## src/rtl/agc_pkg.sv

```systemverilog
package agc_pkg;

    typedef enum logic [2:0] {
        S_IDLE,
        S_MEAS_C,
        S_WR_C,
        S_MEAS_F,
        S_WR_F
    } agc_state_t;

    // Piecewise log estimate: 3 dB per octave plus two mantissa bits
    function automatic logic [6:0] pow_to_db(input logic [31:0] avg);
        logic [4:0]  msb;
        logic        hit;
        logic [33:0] shf;
        logic [1:0]  frac_add;
        msb = '0;
        hit = 1'b0;
        for (int b = 0; b < 32; b++) begin
            if (avg[b]) begin
                msb = 5'(b);
                hit = 1'b1;
            end
        end
        shf = {avg, 2'b00} >> msb;
        case (shf[1:0])
            2'd0:    frac_add = 2'd0;
            2'd1:    frac_add = 2'd1;
            default: frac_add = 2'd2;
        endcase
        if (!hit) return 7'd0;
        return 7'(3 * msb) + 7'(frac_add);
    endfunction

endpackage

```

## src/rtl/agc_spi_tx.sv

```systemverilog
module agc_spi_tx #(
    parameter int FRAME_W = 16,
    parameter int HALF    = 2
) (
    input  logic               clk,
    input  logic               rst,
    input  logic               start,
    input  logic [FRAME_W-1:0] frame,
    output logic               busy,
    output logic               done,
    output logic               sclk,
    output logic               mosi
);
    localparam int CW = (HALF > 1) ? $clog2(HALF) : 1;
    localparam int BW = $clog2(FRAME_W);

    logic [FRAME_W-1:0] shreg;
    logic [CW-1:0]      tick;
    logic [BW-1:0]      bitn;

    always_ff @(posedge clk) begin
        if (rst) begin
            busy  <= 1'b0;
            done  <= 1'b0;
            sclk  <= 1'b0;
            shreg <= '0;
            tick  <= '0;
            bitn  <= '0;
        end else begin
            done <= 1'b0;
            if (!busy) begin
                if (start) begin
                    busy  <= 1'b1;
                    shreg <= frame;
                    tick  <= '0;
                    bitn  <= '0;
                    sclk  <= 1'b0;
                end
            end else if (tick == CW'(HALF - 1)) begin
                tick <= '0;
                if (!sclk) begin
                    sclk <= 1'b1;
                end else begin
                    sclk <= 1'b0;
                    if (bitn == BW'(FRAME_W - 1)) begin
                        busy <= 1'b0;
                        done <= 1'b1;
                    end else begin
                        bitn  <= bitn + 1'b1;
                        shreg <= {shreg[FRAME_W-2:0], 1'b0};
                    end
                end
            end else begin
                tick <= tick + 1'b1;
            end
        end
    end

    assign mosi = shreg[FRAME_W-1];
endmodule

```

## src/rtl/agc_pwr_win.sv

```systemverilog
module agc_pwr_win #(
    parameter int PW      = 16,
    parameter int WIN_LEN = 64
) (
    input  logic          clk,
    input  logic          rst,
    input  logic          clr,
    input  logic          en,
    input  logic [PW-1:0] pow,
    output logic          done,
    output logic [PW-1:0] avg
);
    localparam int LW = $clog2(WIN_LEN);
    localparam int AW = PW + LW;

    logic [AW-1:0] acc, acc_nx;
    logic [LW-1:0] cnt;

    assign acc_nx = acc + AW'(pow);

    always_ff @(posedge clk) begin
        if (rst) begin
            acc  <= '0;
            cnt  <= '0;
            done <= 1'b0;
            avg  <= '0;
        end else begin
            done <= 1'b0;
            if (clr) begin
                acc <= '0;
                cnt <= '0;
            end else if (en) begin
                if (cnt == LW'(WIN_LEN - 1)) begin
                    done <= 1'b1;
                    avg  <= acc_nx[LW +: PW];
                    acc  <= '0;
                    cnt  <= '0;
                end else begin
                    acc <= acc_nx;
                    cnt <= cnt + 1'b1;
                end
            end
        end
    end
endmodule

```

## src/rtl/agc_lqi.sv

```systemverilog
module agc_lqi #(
    parameter int PW    = 16,
    parameter int ACC_W = 32,
    parameter int CNT_W = 16
) (
    input  logic          clk,
    input  logic          rst,
    input  logic          det,
    input  logic          sfd,
    input  logic          en,
    input  logic [PW-1:0] pow,
    output logic [PW-1:0] lqi_val,
    output logic          lqi_valid
);
    logic             run;
    logic [ACC_W-1:0] sum;
    logic [CNT_W-1:0] cnt;
    logic [ACC_W-1:0] quot;

    assign quot = (cnt == '0) ? '0 : sum / ACC_W'(cnt);

    always_ff @(posedge clk) begin
        if (rst) begin
            run       <= 1'b0;
            sum       <= '0;
            cnt       <= '0;
            lqi_val   <= '0;
            lqi_valid <= 1'b0;
        end else begin
            lqi_valid <= 1'b0;
            if (!run) begin
                if (det) begin
                    run <= 1'b1;
                    sum <= '0;
                    cnt <= '0;
                end
            end else if (sfd) begin
                run       <= 1'b0;
                lqi_valid <= 1'b1;
                lqi_val   <= PW'(quot);
            end else if (en) begin
                sum <= sum + ACC_W'(pow);
                cnt <= cnt + 1'b1;
            end
        end
    end
endmodule

```

## src/rtl/agc_two_pass.sv

```systemverilog
module agc_two_pass
    import agc_pkg::*;
#(
    parameter int          SAMP_W    = 8,
    parameter int          GAIN_W    = 7,
    parameter int          GAIN_MAX  = 73,
    parameter int          GAIN_INIT = 40,
    parameter int          FINE_LIM  = 3,
    parameter int          WIN_LEN   = 64,
    parameter int          SPI_HALF  = 2,
    parameter logic [7:0]  GAIN_ADDR = 8'h1A
) (
    input  logic                     clk,
    input  logic                     rst,
    input  logic                     smp_valid,
    input  logic signed [SAMP_W-1:0] smp_i,
    input  logic signed [SAMP_W-1:0] smp_q,
    input  logic                     sig_det,
    input  logic                     sfd_hit,
    input  logic [GAIN_W-1:0]        tgt_db,
    output logic [GAIN_W-1:0]        gain_word,
    output logic                     spi_csn,
    output logic                     spi_sclk,
    output logic                     spi_mosi,
    output logic [2*SAMP_W-1:0]      lqi_val,
    output logic                     lqi_valid,
    output logic                     agc_done
);
    localparam int PW      = 2 * SAMP_W;
    localparam int EW      = GAIN_W + 3;
    localparam int FRAME_W = 16;

    agc_state_t st;

    logic signed [PW-1:0] isq, qsq;
    logic [PW-1:0]        smp_pow;
    logic                 meas_st, win_en, win_clr, win_done;
    logic [PW-1:0]        win_avg;
    logic [6:0]           meas_db;
    logic signed [EW-1:0] err, step, gsum;
    logic [GAIN_W-1:0]    gain_nx;
    logic                 spi_start, spi_busy, spi_done;
    logic [FRAME_W-1:0]   frame;

    assign isq     = PW'(smp_i) * PW'(smp_i);
    assign qsq     = PW'(smp_q) * PW'(smp_q);
    assign smp_pow = $unsigned(isq) + $unsigned(qsq);

    assign meas_st = (st == S_MEAS_C) || (st == S_MEAS_F);
    assign win_en  = smp_valid && meas_st;
    assign win_clr = ((st == S_IDLE) && sig_det) || ((st == S_WR_C) && spi_done);

    agc_pwr_win #(.PW(PW), .WIN_LEN(WIN_LEN)) u_win (
        .clk  (clk),
        .rst  (rst),
        .clr  (win_clr),
        .en   (win_en),
        .pow  (smp_pow),
        .done (win_done),
        .avg  (win_avg)
    );

    assign meas_db = pow_to_db(32'(win_avg));

    always_comb begin
        err = $signed(EW'(tgt_db)) - $signed(EW'(meas_db));
        step = err;
        if (st == S_MEAS_F) begin
            if (err > $signed(EW'(FINE_LIM)))
                step = $signed(EW'(FINE_LIM));
            else if (err < -$signed(EW'(FINE_LIM)))
                step = -$signed(EW'(FINE_LIM));
        end
        gsum = $signed(EW'(gain_word)) + step;
        if (gsum < 0)
            gain_nx = '0;
        else if (gsum > $signed(EW'(GAIN_MAX)))
            gain_nx = GAIN_W'(GAIN_MAX);
        else
            gain_nx = GAIN_W'(gsum);
    end

    assign spi_start = win_done && meas_st;
    assign frame     = {GAIN_ADDR, 8'(gain_nx)};

    agc_spi_tx #(.FRAME_W(FRAME_W), .HALF(SPI_HALF)) u_spi (
        .clk   (clk),
        .rst   (rst),
        .start (spi_start),
        .frame (frame),
        .busy  (spi_busy),
        .done  (spi_done),
        .sclk  (spi_sclk),
        .mosi  (spi_mosi)
    );

    assign spi_csn = !spi_busy;

    agc_lqi #(.PW(PW)) u_lqi (
        .clk       (clk),
        .rst       (rst),
        .det       (sig_det),
        .sfd       (sfd_hit),
        .en        (smp_valid && !spi_busy && !spi_start),
        .pow       (smp_pow),
        .lqi_val   (lqi_val),
        .lqi_valid (lqi_valid)
    );

    always_ff @(posedge clk) begin
        if (rst) begin
            st        <= S_IDLE;
            gain_word <= GAIN_W'(GAIN_INIT);
            agc_done  <= 1'b0;
        end else begin
            agc_done <= 1'b0;
            case (st)
                S_IDLE:   if (sig_det) st <= S_MEAS_C;
                S_MEAS_C: if (win_done) begin
                    gain_word <= gain_nx;
                    st        <= S_WR_C;
                end
                S_WR_C:   if (spi_done) st <= S_MEAS_F;
                S_MEAS_F: if (win_done) begin
                    gain_word <= gain_nx;
                    st        <= S_WR_F;
                end
                S_WR_F:   if (spi_done) begin
                    agc_done <= 1'b1;
                    st       <= S_IDLE;
                end
                default:  st <= S_IDLE;
            endcase
        end
    end
endmodule

```

## config.mk

```make
export PLATFORM = sky130hd
export DESIGN_NAME = agc_two_pass
export DESIGN_NICKNAME = d
export VERILOG_FILES = /design/src/rtl/agc_pkg.sv /design/src/rtl/agc_spi_tx.sv /design/src/rtl/agc_pwr_win.sv /design/src/rtl/agc_lqi.sv /design/src/rtl/agc_two_pass.sv
export SDC_FILE = /design/constraint.sdc
export NUM_CORES = 2
export LEC_CHECK = 0
export BUFFER_PORTS_ARGS = -buffer_cell sky130_fd_sc_hd__buf_2
export CORE_MARGIN = 8
export CORE_UTILIZATION = 45
export CTS_BUF_LIST = sky130_fd_sc_hd__clkbuf_8
export DETAILED_ROUTE_END_ITERATION = 7
export GPL_ROUTABILITY_DRIVEN = 1
export PLACE_DENSITY = 0.67
export SLEW_MARGIN = 20
export SYNTH_ARGS = -nofsm -noshare
export SYNTH_HDL_FRONTEND = slang
export SYNTH_HIERARCHICAL = 1
export SYNTH_SLANG_ARGS = --single-unit
```

## constraint.sdc

```tcl
create_clock -name clk -period 109.8 [get_ports clk]
set_clock_uncertainty 0.1 [all_clocks]
set_input_delay 5.49 -clock clk [delete_from_list [all_inputs] [get_ports clk]]
set_output_delay 5.49 -clock clk [all_outputs]
set_load 0.02 [all_outputs]
```

; Yosys cells after proc, flatten, opt, wreduce, memory -nomap -nowiden
; Cells that the tools add are included.
[totals]
output_inout_bits = 28
in_bits = 28
word_cells = 172
register_bits = 146
[op_classes]
add_sub_neg = 10
n_mul = 3
n_bitwise = 7
shifts = 1
n_eq_ne = 17
div_mod_pow = 1
n_reduce_logical = 28
muxes = 83
n_lt_le_gt_ge = 4
[op_table]
columns = op, n
row1 = $mux 16, 10
row2 = $mux 32, 4
row3 = $mux 5, 13
row4 = $mux 1, 35
row5 = $add 32x16->32, 1
row6 = $div 32x16->32, 1
row7 = $mul 8x8->16, 2
row8 = $mux 10, 3
row9 = $add 22x16->22, 1
row10 = $mux 22, 1
row11 = $mux 7, 3
row12 = $mux 4, 5
row13 = $shr 18x5->2, 1
row14 = $add 16x1->16 const B, 1
row15 = $add 16x16->16, 1
row16 = $logic_not 16->1, 1
row17 = $mux 3, 5
row18 = $pmux 3 s5, 1
row19 = $add 8x10->10, 1
row20 = $gt 10x8->1 const B, 1
row21 = $lt 10x1->1 const B, 1
row22 = $ne 2x1->1 const B, 5
row23 = $ne 2x2->1 const B, 5
row24 = $gt 8x3->1 const B, 1
row25 = other kinds (30), 51

; Longest topological paths before layout
[logic_depth]
word_depth = 31
depth_mapped = 479
mapped_depth_nobuf = 442

; Hierarchy
; Netlist, hierarchy kept.
[by_module_without_submodules]
columns = module, area_per_inst_um2, cells_per_inst, instances
row1 = agc_lqi, 25016.5, 3489, 1
row2 = agc_two_pass, 6486.2, 740, 1
row3 = agc_pwr_win, 2700.1, 324, 1
row4 = agc_spi_tx, 1312.5, 131, 1

; Worst setup path after synthesis
; Ideal clock, no wire load.
[synth_path]
path_kind = reg2reg
start = register u_lqi.cnt[0]
end = register u_lqi.lqi_val[0]
t_arrival_ns = 90.162
period_less_slack_ns = 90.388
t_required_ns = 109.573
setup_time_ns = 0.127
stages_incl_launch_ff = 458
setup_slack_ns = 19.412
cell_sequence = dfxtp_1 > inv_1 > ha_1 > o21bai_1 > o21ai_0 > o31ai_1 > ha_1 > or4b_2 > o211ai_1 > o21bai_1 > ha_1 > or2_2 > o211ai_1 > o22ai_1 > o2bb2ai_1 > inv_1 > ha_1 > nor2b_1 > [422 not listed] > o21ai_0 > nand2b_1 > a21oi_1 > nor2b_1 > o21ai_0 > nand2b_1 > a21oi_1 > nor2b_1 > o21ai_0 > nand2b_1 > a21oi_1 > nor2b_1 > o21ai_0 > nand2b_1 > a221oi_1 > nand4_1 > nor4_1 > a31oi_1
[synth_via]
elab_chain_cells = 2
word_cells_on_any_way = 3
classes_between = 1 x div / 1 x mux / 1 x reduce/logical
[synth_rtl]
columns = element, line_no
row1 = from (decl), agc_lqi.sv:17  ; logic [CNT_W-1:0] cnt;
row2 = from (signal assigned), agc_lqi.sv:43  ; cnt <= cnt + 1'b1;
row3 = $div 32x16->32 / $logic_not 16->1 (equally long branches), agc_lqi.sv:20  ; assign quot = (cnt == '0) ? '0 : sum / ACC_W'(cnt);
row4 = $mux 16 (*), agc_lqi.sv:20
row5 = to (signal assigned), agc_lqi.sv:40  ; lqi_val <= PW'(quot);
row6 = to (decl), agc_lqi.sv:12  ; output logic [PW-1:0] lqi_val,
; Mark *: on every way between the ends. The rest lies on a longest branch, timed or not.
; A chain may end at the register's enable or synchronous reset.

; Worst setup path after layout
[layout_path]
start = register u_lqi.cnt[13]
end = register u_lqi.lqi_val[0]
; Same word-level chain as after synthesis.

==> qor_table.md <==
| Item | Reported |
|---|---|
| Run status | finished, final reports clean |
| Total via count in the routed design | 34200 |
| Area of the mapped netlist | 35500 sq um |
| Category of the worst setup path capture point | flip-flop |
| Area delta synth->final | 4.70% |
| Min-delay worst type | reg2reg |
| Slew margin rel. | 26.8% |
| Synthesized area per cell | 7.58 sq um |
| Count of distinct cell types in the synthesized netlist | 128 |
| Global placement routability congestion | 0.924 |
| Final-layout fill cell count | 7884 |
| Setup slack on the worst flop-to-flop path | 10.23 ns |
| Post-route setup TNS | 0 ns |
| Post-synthesis sequential element count | 146 |
| Max Transition Viols Final | 0 |
| Hold WS | 0.360 ns |
| Number of I/O port buffers | 55 |
| Fin nets | 5305 |
| Routed wire per std cell | 17.4 um |
| Remaining number of nets flagged by the antenna check after routing | 0 |
| Die width | 297 um |
| Critical path data required time | 110.09 ns |
| Max capacitance violation total | 0 |
| Hold Vio Cnt, Final | 0 |
| First drt pass iteration count | 6 |
| DRT iter0 DRCs | 2308 |
| Number of enable-type register cells in the synthesized netlist | 0 |
| Total global routing track utilization | 21.7% |
| Share of Yosys cell area claimed by the top area cell type | 17.6% |
| Global-route congestion overflow total | 0 |
| Slowest stage cell on the critical path | sky130_fd_sc_hd__a21oi_1 |
| Drt total wl | 99.3 mm |
| Largest net degree at the start of global routing | 58 |
| Number of CTS-inserted buffers | 17 |
| Shortest period the worst path allows | 99.57 ns |
| Clock tree sinks | 146 |
| Site row count | 103 |
| Via/cell ratio | 5.98 |
| Worst-path maximum fanout | 34 |
| Deepest clock path buffer count | 2 |
| Die height | 297 um |
| Startpoint-to-endpoint class of the critical path | reg2reg |
| Most numerous cell types in the synthesized netlist | sky130_fd_sc_hd__ha_1 (500), sky130_fd_sc_hd__nor2_1 (457), sky130_fd_sc_hd__nand2_1 (379) |
| Layout cells sized above 1 | 8.55% |
| Cell with the most instances after synthesis | sky130_fd_sc_hd__ha_1 |
| Post-synth top area cell | sky130_fd_sc_hd__ha_1 |
| Post-route clock period utilization | 90.7% |
| Top_reg_cell synth | sky130_fd_sc_hd__dfxtp_1 |
| Worst skew pair latency | 0.51 ns |
| CTS H-Tree Depth | 4 |
| Number of placed I/O pins | 56 |
| Async set or reset register ratio after synthesis | 0% |
| Delay of the slowest cell on the worst path | 0.86 ns |
| Area of the multi-input gates | 30900 sq um |
| Main area contributors after synthesis | sky130_fd_sc_hd__ha_1 (18%), sky130_fd_sc_hd__dfxtp_1 (8.2%), sky130_fd_sc_hd__fa_1 (6.9%) |
| Hpwl dp | 79.0 mm |
| Cell type with the highest occurrence count on the critical path | sky130_fd_sc_hd__o21a_1 |
| Antenna violations before repair | 3 |
| Clock-pin slew reported for the worst setup and hold paths after clock tree synthesis | 0.12 ns |
| Cell count after synthesis | 4684 |
| Post-CTS setup buffer count | 0 |
| Worst-Margin Slew | 1.09 ns |
| CTS Hold Bufs | 0 |
| Setup repair after global routing missed its margin | false |
| Fmax | 0.0100 GHz |
| Core occupancy in the finished layout | 47.3% |
| Category of the worst setup path launch point | flip-flop |
| Number of global-route vias before repair | 32700 |
| Core Area | 78600 sq um |
| Critical path data arrival time | 99.86 ns |
| Sequential area share after synthesis | 8.23% |
| Clock tree from TritonCTS | built |
| DRC violation count after routing | 0 |
| Full die area | 88200 sq um |
| Wire length of the first global-routing pass | 164 mm |
| Starting density of the core | 45.2% |
| Setup-failing EPs final | 0 |
| Yosys synthesis warning count | 6 |
| Number of cells upsized or downsized after cts | 0 |
| Register cell area after layout | 2920 sq um |
| Buffer cell driving the clock tree root | sky130_fd_sc_hd__clkbuf_8 |
## per-stage QoR
stage          area (sq um)  setup slack [ns]  cells
2_1_floorplan         35500             19.41   4691
3_3_place_gp          36700             13.79   5685
3_5_place_dp          36700             11.52   5685
4_1_cts               37200             11.25   5717
5_1_grt               37200              2.42   5717
6_report              37200             10.23   5720
## critical path, delay by kind of cell (launching register included)
kind | cells | cell delay [ns]
AO/OA/AOI/OAI | 271 | 61.80
AND/OR/NAND/NOR | 94 | 22.09
adder cells (fa/ha/maj) | 31 | 9.75
buffers and inverters | 19 | 2.93
multiplexers | 6 | 2.20
flip-flops | 1 | 0.38
## metal layers
layer	vias up	track usage, %	part of all wire [%]
met2	797	35.8	44
met5	-	0	0.013
met3	141	3.08	5.5
met4	2	5.26	2.2
li1	17200	-	-
met1	16100	29.8	48
## cell families (layout without fill, tap and decap cells)
logic type / after synthesis / after routing / share of synthesized area [%]
xor gates and xnor gates: 262 / 262 / 6.46
muxes: 173 / 173 / 5.45
other: 2 / 12 / 0.0211
adders and majority gates: 623 / 623 / 24.5
and+or+nand+nor: 1686 / 1686 / 23.4
DFF: 146 / 146 / 8.23
AOI/OAI and AO/OA: 1365 / 1365 / 27.0
buffers and inverters: 427 / 403 / 4.93
## layout by cell type, fill, tap and decap left out, drive strengths merged, types with 146 or more instances in the layout
master,synthesis,routed
ha,500,500
nor2,458,458
nand2,379,379
a21oi,312,312
inv,275,282
nor3,242,242
o21a,217,217
o21ai,186,186
xnor2,167,167
dfxtp,146,146
## final timing paths
path | startpoint | to | cells past startpoint
max reg2reg | u_lqi/cnt[13]$_SDFFE_PP0P_ | u_lqi/lqi_val[0]$_SDFFE_PP0P_ | 421
min | u_win/acc[15]$_SDFFE_PP0P_ | u_win/acc[15]$_SDFFE_PP0P_ | 2
max | u_lqi/cnt[13]$_SDFFE_PP0P_ | u_lqi/lqi_val[0]$_SDFFE_PP0P_ | 421
min reg2reg | u_win/acc[15]$_SDFFE_PP0P_ | u_win/acc[15]$_SDFFE_PP0P_ | 2
## registers in the layout, summed over array words and instances (netlist names), 6 cells and up
signal	count
gain_word	7
u_lqi/cnt	16
u_lqi/lqi_val	16
u_lqi/sum	32
u_spi/shreg	16
u_win/acc	22
u_win/avg	16
u_win/cnt	6
## layout make-up
| type | instances | area share, % |
|---|---|---|
| Clock buffer | 17 | 0.629 |
| Antenna cell | 3 | 0.0202 |
| Multi-Input combinational cell | 4118 | 83.1 |
| Timing Repair Buffer | 96 | 1.57 |
| Sequential cell | 146 | 7.86 |
| Inverter | 275 | 2.78 |
| Tap cell | 1050 | 3.53 |
| Clock inverter | 15 | 0.505 |
Power is left out: the tool's default activity adds up to more than one toggle a clock period on the data nets, which glitch-free logic cannot reach.
